--- src/rtl/pci_tgt_pkg.sv ---
package pci_tgt_pkg;

  localparam int ADW = 32;
  localparam int BEW = 4;

  typedef struct packed {
    logic           io;
    logic [BEW-1:0] be_n;
    logic [ADW-1:0] addr;
    logic [ADW-1:0] data;
  } wb_entry_t;

  typedef enum logic [2:0] {
    ST_IDLE, ST_DEC1, ST_DEC2, ST_WR, ST_RDW, ST_RDX, ST_END, ST_SKIP
  } tgt_state_e;

  // even parity over one AD/C-BE phase
  function automatic logic even_par(input logic [ADW-1:0] d, input logic [BEW-1:0] be);
    return ^{d, be};
  endfunction

  // memory or I/O, read or write: 0010 0011 0110 0111
  function automatic logic cmd_fwd(input logic [BEW-1:0] c);
    return (c[3] == 1'b0) && (c[1] == 1'b1);
  endfunction

  function automatic logic cmd_wr(input logic [BEW-1:0] c);
    return c[0];
  endfunction

  function automatic logic cmd_io(input logic [BEW-1:0] c);
    return !c[2];
  endfunction

endpackage

--- src/rtl/tgt_addr_dec.sv ---
module tgt_addr_dec
  import pci_tgt_pkg::*;
#(
  parameter int WIN_BITS = 16
) (
  input  logic [ADW-1:0]        addr,
  input  logic [BEW-1:0]        cmd,
  input  logic [ADW-1:WIN_BITS] base,
  output logic                  hit,
  output logic                  is_wr,
  output logic                  is_io
);

  function automatic logic in_window(input logic [ADW-1:0] a, input logic [ADW-1:WIN_BITS] b);
    return a[ADW-1:WIN_BITS] == b;
  endfunction

  assign hit   = in_window(addr, base) && cmd_fwd(cmd);
  assign is_wr = cmd_wr(cmd);
  assign is_io = cmd_io(cmd);

endmodule

--- src/rtl/tgt_par_chk.sv ---
module tgt_par_chk
  import pci_tgt_pkg::*;
(
  input  logic           clk,
  input  logic           rst_n,
  input  logic           arm,
  input  logic [ADW-1:0] ad,
  input  logic [BEW-1:0] be,
  input  logic           par_in,
  output logic           perr_n,
  output logic           sticky
);

  logic           armed_q;
  logic [ADW-1:0] ad_q;
  logic [BEW-1:0] be_q;
  logic           err_q;
  logic           mismatch;

  assign mismatch = armed_q && (even_par(ad_q, be_q) != par_in);

  always_ff @(posedge clk or negedge rst_n) begin
    if (!rst_n) begin
      armed_q <= 1'b0;
      ad_q    <= '0;
      be_q    <= '0;
      err_q   <= 1'b0;
      perr_n  <= 1'b1;
      sticky  <= 1'b0;
    end else begin
      armed_q <= arm;
      if (arm) begin
        ad_q <= ad;
        be_q <= be;
      end
      err_q  <= mismatch;
      perr_n <= !err_q;
      if (err_q) sticky <= 1'b1;
    end
  end


  perr_flag_chk: assert property (@(posedge clk) disable iff (!rst_n)
    !perr_n |-> sticky);


  perr_pulse_chk: assert property (@(posedge clk) disable iff (!rst_n)
    !perr_n |=> perr_n || $past(mismatch));


  sticky_hold_chk: assert property (@(posedge clk) disable iff (!rst_n)
    sticky |=> sticky);

endmodule

--- src/rtl/tgt_wbuf.sv ---
module tgt_wbuf
  import pci_tgt_pkg::*;
#(
  parameter int DEPTH = 2
) (
  input  logic      clk,
  input  logic      rst_n,
  input  logic      push,
  input  wb_entry_t din,
  input  logic      pop,
  output wb_entry_t head,
  output logic      valid,
  output logic      full
);

  localparam int PW = (DEPTH > 1) ? $clog2(DEPTH) : 1;
  localparam int CW = $clog2(DEPTH + 1);

  wb_entry_t       mem [DEPTH];
  logic [PW-1:0]   wp, rp;
  logic [CW-1:0]   cnt;
  logic            do_pop;

  function automatic logic [PW-1:0] nxt(input logic [PW-1:0] p);
    return (p == PW'(DEPTH - 1)) ? '0 : p + 1'b1;
  endfunction

  assign do_pop = pop && valid;
  assign valid  = (cnt != '0);
  assign full   = (cnt == CW'(DEPTH));
  assign head   = mem[rp];

  always_ff @(posedge clk) begin
    if (push) mem[wp] <= din;
  end

  always_ff @(posedge clk or negedge rst_n) begin
    if (!rst_n) begin
      wp  <= '0;
      rp  <= '0;
      cnt <= '0;
    end else begin
      if (push)   wp <= nxt(wp);
      if (do_pop) rp <= nxt(rp);
      cnt <= cnt + CW'(push) - CW'(do_pop);
    end
  end


  wb_no_overflow_chk: assert property (@(posedge clk) disable iff (!rst_n)
    push |-> !full);


  wb_swap_chk: assert property (@(posedge clk) disable iff (!rst_n)
    (push && do_pop) |=> cnt == $past(cnt));

endmodule

--- src/rtl/pci_single_target.sv ---
module pci_single_target
  import pci_tgt_pkg::*;
#(
  parameter int WIN_BITS = 16,
  parameter int WB_DEPTH = 2
) (
  input  logic                  clk,
  input  logic                  rst_n,
  input  logic [ADW-1:WIN_BITS] bar_base,
  input  logic                  frame_n,
  input  logic                  irdy_n,
  input  logic [ADW-1:0]        ad_in,
  input  logic [BEW-1:0]        cbe_n,
  input  logic                  par_in,
  output logic [ADW-1:0]        ad_out,
  output logic                  ad_oe,
  output logic                  par_out,
  output logic                  par_oe,
  output logic                  trdy_n,
  output logic                  stop_n,
  output logic                  devsel_n,
  output logic                  perr_n,
  output logic                  perr_sticky,
  output logic                  wb_valid,
  output logic [ADW-1:0]        wb_addr,
  output logic [ADW-1:0]        wb_data,
  output logic [BEW-1:0]        wb_be_n,
  output logic                  wb_io,
  input  logic                  wb_pop,
  output logic                  rd_req,
  output logic [ADW-1:0]        rd_addr,
  output logic                  rd_io,
  input  logic                  rd_ack,
  input  logic [ADW-1:0]        rd_data
);

  tgt_state_e     st;
  logic [ADW-1:0] addr_q, ad_q;
  logic           hit_q, wr_q, io_q;
  logic           dec_hit, dec_wr, dec_io;
  logic           wb_full, wb_vld;
  wb_entry_t      wb_head, wb_in;

  // named events
  logic addr_ph, wr_xfer, rd_xfer, rd_go, par_arm;

  assign addr_ph = (st == ST_IDLE) && !frame_n;
  assign wr_xfer = (st == ST_WR)   && !irdy_n;
  assign rd_xfer = (st == ST_RDX)  && !irdy_n;
  assign rd_go   = (st == ST_RDW)  && rd_ack && !wb_vld;
  assign par_arm = addr_ph || wr_xfer;

  assign wb_in = '{io: io_q, be_n: cbe_n, addr: addr_q, data: ad_in};

  tgt_addr_dec #(.WIN_BITS(WIN_BITS)) u_dec (
    .addr  (ad_in),
    .cmd   (cbe_n),
    .base  (bar_base),
    .hit   (dec_hit),
    .is_wr (dec_wr),
    .is_io (dec_io)
  );

  tgt_wbuf #(.DEPTH(WB_DEPTH)) u_wbuf (
    .clk   (clk),
    .rst_n (rst_n),
    .push  (wr_xfer),
    .din   (wb_in),
    .pop   (wb_pop),
    .head  (wb_head),
    .valid (wb_vld),
    .full  (wb_full)
  );

  tgt_par_chk u_par (
    .clk    (clk),
    .rst_n  (rst_n),
    .arm    (par_arm),
    .ad     (ad_in),
    .be     (cbe_n),
    .par_in (par_in),
    .perr_n (perr_n),
    .sticky (perr_sticky)
  );

  always_ff @(posedge clk or negedge rst_n) begin
    if (!rst_n) begin
      st       <= ST_IDLE;
      addr_q   <= '0;
      ad_q     <= '0;
      hit_q    <= 1'b0;
      wr_q     <= 1'b0;
      io_q     <= 1'b0;
      ad_oe    <= 1'b0;
      par_out  <= 1'b0;
      par_oe   <= 1'b0;
      trdy_n   <= 1'b1;
      stop_n   <= 1'b1;
      devsel_n <= 1'b1;
    end else begin
      par_oe <= 1'b0;
      unique case (st)
        ST_IDLE: if (!frame_n) begin
          addr_q <= ad_in;
          hit_q  <= dec_hit;
          wr_q   <= dec_wr;
          io_q   <= dec_io;
          st     <= ST_DEC1;
        end
        ST_DEC1: st <= hit_q ? ST_DEC2 : ST_SKIP;
        ST_DEC2: begin
          devsel_n <= 1'b0;
          if (!wr_q) begin
            st <= ST_RDW;
          end else if (wb_full) begin
            stop_n <= 1'b0;
            st     <= ST_END;
          end else begin
            stop_n <= 1'b0;
            trdy_n <= 1'b0;
            st     <= ST_WR;
          end
        end
        ST_WR: if (!irdy_n) begin
          trdy_n <= 1'b1;
          if (frame_n) begin
            stop_n   <= 1'b1;
            devsel_n <= 1'b1;
            st       <= ST_IDLE;
          end else begin
            st <= ST_END;
          end
        end
        ST_RDW: if (rd_go) begin
          ad_q   <= rd_data;
          ad_oe  <= 1'b1;
          trdy_n <= 1'b0;
          stop_n <= 1'b0;
          st     <= ST_RDX;
        end
        ST_RDX: if (!irdy_n) begin
          trdy_n  <= 1'b1;
          ad_oe   <= 1'b0;
          par_out <= even_par(ad_q, cbe_n);
          par_oe  <= 1'b1;
          if (frame_n) begin
            stop_n   <= 1'b1;
            devsel_n <= 1'b1;
            st       <= ST_IDLE;
          end else begin
            st <= ST_END;
          end
        end
        ST_END: if (frame_n) begin
          stop_n   <= 1'b1;
          devsel_n <= 1'b1;
          st       <= ST_IDLE;
        end
        ST_SKIP: if (frame_n && irdy_n) st <= ST_IDLE;
        default: st <= ST_IDLE;
      endcase
    end
  end

  assign ad_out   = ad_q;
  assign rd_req   = (st == ST_RDW) && !wb_vld;
  assign rd_addr  = addr_q;
  assign rd_io    = io_q;
  assign wb_valid = wb_vld;
  assign wb_addr  = wb_head.addr;
  assign wb_data  = wb_head.data;
  assign wb_be_n  = wb_head.be_n;
  assign wb_io    = wb_head.io;


  trdy_with_stop_chk: assert property (@(posedge clk) disable iff (!rst_n)
    !trdy_n |-> !stop_n);


  trdy_claimed_chk: assert property (@(posedge clk) disable iff (!rst_n)
    !trdy_n |-> !devsel_n);


  devsel_hit_chk: assert property (@(posedge clk) disable iff (!rst_n)
    !devsel_n |-> hit_q);


  rd_drive_chk: assert property (@(posedge clk) disable iff (!rst_n)
    rd_xfer |-> ad_oe);


  rd_order_chk: assert property (@(posedge clk) disable iff (!rst_n)
    $rose(ad_oe) |-> !$past(wb_vld));


  par_pulse_chk: assert property (@(posedge clk) disable iff (!rst_n)
    par_oe |=> !par_oe);

endmodule

--- config.mk ---
export PLATFORM = sky130hd
export DESIGN_NAME = pci_single_target
export DESIGN_NICKNAME = d
export VERILOG_FILES = /design/src/rtl/pci_tgt_pkg.sv /design/src/rtl/tgt_addr_dec.sv /design/src/rtl/tgt_par_chk.sv /design/src/rtl/tgt_wbuf.sv /design/src/rtl/pci_single_target.sv
export SDC_FILE = /design/constraint.sdc
export NUM_CORES = 1
export LEC_CHECK = 0
export BUFFER_PORTS_ARGS = -buffer_cell sky130_fd_sc_hd__buf_2
export CAP_MARGIN = 20
export CORE_MARGIN = 2
export CORE_UTILIZATION = 45
export CTS_CLUSTER_DIAMETER = 40
export CTS_CLUSTER_SIZE = 16
export DETAILED_ROUTE_END_ITERATION = 12
export HOLD_SLACK_MARGIN = 0.08
export PLACE_DENSITY = 0.68
export SLEW_MARGIN = 15
export SYNTH_ARGS = -nofsm -noshare
export SYNTH_HDL_FRONTEND = slang
export SYNTH_HIERARCHICAL = 1
export SYNTH_SLANG_ARGS = --single-unit
--- constraint.sdc ---
create_clock -name clk -period 5.2 [get_ports clk]
set_input_delay 1.04 -clock clk [delete_from_list [all_inputs] [get_ports clk]]
set_output_delay 1.04 -clock clk [all_outputs]
set_load 0.005 [all_outputs]
* Yosys cells after proc, flatten, opt, wreduce, memory -nomap -nowiden *
Memory sizes are Yosys's and may differ from the RTL's.
Index checks and enable logic that the tools add are counted.

storage, ports and cells
  output and inout port bits = 144
  bits of input ports = 91
  bits in read-only memories = 0
  latch bits = 0
  RAM bits = 138
  flip-flop bits (word level) = 120
  memories = 1

cells by class
  divide/modulo/power cells = 0
  equality and inequality tests = 18
  add/subtract/negate cells = 4
  muxes and demuxes = 31
  magnitude comparators = 0
  reductions and logical operators = 33
  bitwise logic cells = 3
  shift operators = 0
  multiply operators = 0

memories
  name        words  width  read ports  clocked after Yosys merged registers in  wr ports  line            source
  u_wbuf.mem  2      69     1           0                                        1         tgt_wbuf.sv:19  wb_entry_t mem [DEPTH];

operators with widths
  cell                 number
  $reduce_xor 36->1    2
  $mux 3               9
  $pmux 3 s7           1
  $mux 1               17
  $eq 16x16->1         1
  $ne 2x2->1 const B   8
  $eq 3x3->1 const B   4
  $logic_and 1x1->1    10
  $reduce_and 5->1     2
  $reduce_and 2->1     4
  $eq 3x2->1 const B   2
  $pmux 1 s3           2
  $reduce_bool 3->1    2
  $logic_not 1->1      5
  $pmux 1 s4           1
  $reduce_and 4->1     1
  $reduce_bool 2->1    2
  $reduce_bool 4->1    1
  $eq 3x1->1 const B   1
  $logic_not 3->1      1
  $not 1->1            3
  $reduce_and 3->1     1
  $add 1x1->1 const B  2
  $add 2x1->2          1
  6 further kinds      6

* Longest topological paths before layout *
  depth after elaboration = 5
  depth in mapped cells = 8
  depth with buffers taken out = 6

* Hierarchy *
The synthesis kept the hierarchy.

by module, submodules not included
  module             cells each  times used  area an instance (µm²)
  tgt_wbuf           232         1           5531.6
  pci_single_target  248         1           3527.1
  tgt_par_chk        116         1           1779.2
  tgt_addr_dec       24          1           196.4

* Worst setup path after synthesis *
No wires, ideal clock.

  path type = input to register
  from = input irdy_n
  to = memory u_wbuf/mem[0][0] (netlist name) (enable)
  arrival time = 4647 ps
  cell stages on the path = 3
  slack = 48 ps
  library setup time = 505 ps
  path through = nand2b_1 -> nor2_1 -> nor2b_1

on the way
  cells in the longest elaborated chain, start to end = 4

ends and longest elaborated chain
  element                       line                     source
  from (decl)                   pci_single_target.sv:11  input logic irdy_n,
  $logic_not 1->1               n/a
  $logic_and 1x1->1             pci_single_target.sv:48  assign wr_xfer = (st == ST_WR) && !irdy_n;
  net wr_xfer                   pci_single_target.sv:45  logic addr_ph, wr_xfer, rd_xfer, rd_go, par_arm;
  $mux 1                        tgt_wbuf.sv:34           if (push) mem[wp] <= din;
  $mux 1 (not written as such)  tgt_wbuf.sv:34
  to (decl)                     tgt_wbuf.sv:19

The timed path passes the listed nets, and every way through them passes these cells.

* Worst setup path after layout *
  from = register u_wbuf.rp
  to = output wb_data[13]

on the way
  cells in the longest elaborated chain, start to end = 1

ends and longest elaborated chain
  element                 line                     source
  from (decl)             tgt_wbuf.sv:20           logic [PW-1:0] wp, rp;
  from (signal assigned)  tgt_wbuf.sv:44           if (do_pop) rp <= nxt(rp);
  $mem_v2 2x69            n/a
  to (decl)               pci_single_target.sv:26  output logic [ADW-1:0] wb_data,

No other way between the ends.

==> out/results.txt <==
Routed wire per std cell -> 17.36 um
Leak -> 5.892 nW
#FFs+latches synth -> 258
initial antenna violation count -> 1
Setup-failing EPs final -> 0
Primary FF master, synth -> edfxtp_1
CP Class -> register to output port
GRT Util Overall -> 16.58%
clock slew at reported path FFs -> 0.06 ns
CP Launch Type -> register
CTS Sinks -> 258
Pwr Density -> 656.5 nW/um^2
Syn Nets -> 713
sw frac -> 29.67%
CTS Hold Bufs -> 0
Clock power frac -> 27.3%
Initial Utilization -> 45.64%
P_int -> 6.306 mW
NetSw -> 2.661 mW
Die ar. -> 25790 um^2
Post-Route WL -> 21230 um
number of synthesized flops with an enable pin -> 138
# Max-Cap Violations -> 0
Slew @ Worst Pin -> 1.060 ns
critical path's slowest cell -> buf_4
Slew Viols, Final -> 0
combinational power share -> 36.9%
Synth Area per Inst -> 17.80 um^2
WP data required -> 4.16 ns
final period utilization -> 60.74%
GPL Wtd Cong -> 0.7910
die height -> 160.6 um
total I/O pin count -> 235
headroom to the max-slew limit -> 29.33%
Final Skew -> 0.02839 ns
GRT overflow -> 0
vias in the first global route -> 6191
initial DRC count -> 213
WP buf/inv -> 2
critical-path cell list -> buf_4 -> mux2_4 -> buf_2
maximum achievable frequency -> 316.6 MHz
Final Critical Period -> 3.158 ns
Via-to-Cell Ratio -> 4.866
CTS tree -> done
crit-path max cell delay -> 0.56 ns
Sum Neg Setup Slack -> 0 ns
Place WS -> 1.786 ns
Antenna Violating Nets Remaining -> 0
Hold Fails Final Rpt -> 0
number of port buffers -> 234
fin worst setup slack -> 2.042 ns
Peak supply drop -> 0.5633 mV
area grow syn2layout -> 23.78%
largest net degree at the start of global routing -> 85
DR pass1 iterations -> 4
CP endpoint kind -> output port
FP Rows -> 57
H-tree depth -> 2
# DRC -> 0
CP max FO -> 33
later-pin clock latency in the skew report -> 0.51 ns
FF/Latch Area -> 7156 um^2
post-CTS setup buffer count -> 0
crit path DAT -> 2.12 ns
# resized after CTS -> 0
Vias -> 5951
final core utilization -> 56.49%
Hold Path Class -> register to register
YS warnings -> 6
commonest non-fill, non-tap cells in the layout -> buf_2, edfxtp_1, dfrtp_1, mux2_4, xnor2_1
post-detail-place hpwl -> 13820 um
Synth cell types -> 47
first-pass GRT wire length -> 33320 um
RSZ-0062 raised after global routing -> false
status -> completed
nets@finish -> 963
Seq/Total Area, Yosys -> 64.81%
multi-input gate area in the final layout -> 3613 um^2
clk buf depth -> 3
Die W -> 160.6 um
Crit path max-delay family -> buffers and inverters
ys async rst share -> 46.51%
most common cell after layout, fill and taps aside -> buf_2
share of cells above drive strength 1 -> 50.72%
Post-Syn Instances -> 620
synthesized area -> 11030 um^2
core area -> 24180 um^2
fillers -> 1952
clk root buf -> clkbuf_16
CTS Buf Count -> 35
Flop pwr share -> 35.8%
[path summary, 6_finish.rpt]
check / slack [ns] / cells past startpoint / endpoint / startpoint
max in group asynchronous: 3.58 / 2 / u_par/ad_q[7] / rst_n
worst max-delay path: 2.04 / 3 / wb_data[13] / u_wbuf/rp
worst max register to register: 2.26 / 4 / u_wbuf/mem[0][28] / st[0]
worst min-delay path: 0.38 / 1 / u_par/perr_n / u_par/err_q
min in group asynchronous: 0.61 / 1 / rd_addr[26] / rst_n
worst min register to register: 0.38 / 1 / u_par/perr_n / u_par/err_q
[power groups by stage]
stage	combinational, mW	sequential [mW]	clock (mW)
floorplan	2.65	3.12	0
global placement	3.34	3.24	0
detailed placement	3.39	3.25	0
CTS	3.40	3.22	2.51
global route	3.63	3.30	2.60
finish	3.31	3.21	2.45
[synth_stat cells (2+ instances only)]
cell	number	area share, %
nor4_1	3	0.17
dfrtp_1	116	26
mux2_4	98	13
buf_1	2	0.068
xnor3_1	5	1.0
nand2_1	7	0.24
dfstp_2	4	0.95
nor2b_1	4	0.23
xnor2_2	2	0.29
buf_2	7	0.32
a31oi_1	2	0.11
xnor2_1	56	4.4
nor2_1	5	0.17
ha_1	2	0.23
or2_2	3	0.17
mux2i_1	2	0.18
xor2_1	24	1.9
nor3b_1	4	0.27
clkbuf_1	5	0.17
buf_12	7	1.3
edfxtp_1	138	38
nor3_1	2	0.091
inv_1	6	0.20
mux2_1	32	3.3
nand2b_1	4	0.23
mux2_2	42	4.3
a21oi_1	7	0.32
buf_6	4	0.41
o21ai_0	9	0.41
[logic make-up (layout without fill, tap and decap cells)]
group,count (synthesis),in the layout,synth area share [%]
muxes,174,174,21.07
buffers and inverters,33,310,2.540
DFF,258,258,64.81
AOI/OAI and AO/OA,26,26,1.440
adders and majority gates,2,2,0.2267
xor gates and xnor gates,87,87,7.665
other,0,2,0
and+or+nand+nor,40,40,2.245
[per-stage QoR]
stage	cells	total power [mW]	hold slack (ns)	cell area, um^2
after floorplan	620	5.771	0.3533	11030
after global placement	1157	6.578	0.3650	12430
after detailed placement	1157	6.642	0.3646	12430
after CTS	1221	9.136	0.3783	13650
after global routing	1222	9.528	0.4207	13660
final	1223	8.967	0.3782	13660
[state kept, by name (all words and copies together) (netlist names), 2 cells and up]
| name | count |
|---|---|
| u_wbuf/cnt | 2 |
| st | 3 |
| ad_out | 32 |
| u_wbuf/mem | 138 |
| rd_addr | 32 |
| u_par/ad_q | 32 |
| u_par/be_q | 4 |
[final cells by class]
type | instances | share of cell area (%)
flip-flops and latches | 258 | 52.39
multi-input cells | 329 | 26.46
repair buffers | 239 | 8.987
clock buffers | 38 | 6.495
well taps | 324 | 2.968
clock inverters | 26 | 2.473
inverters | 7 | 0.1924
diodes | 2 | 0.03664
[layer usage]
metal,GRT usage (%),wire (um),vias up
met1,21.42,9243,2925
met4,4.914,393,0
li1,-,-,2779
met3,4.830,1563,35
met2,27.33,10030,212
met5,0,0,-
Note: power is estimated with default switching activity, not from simulation.
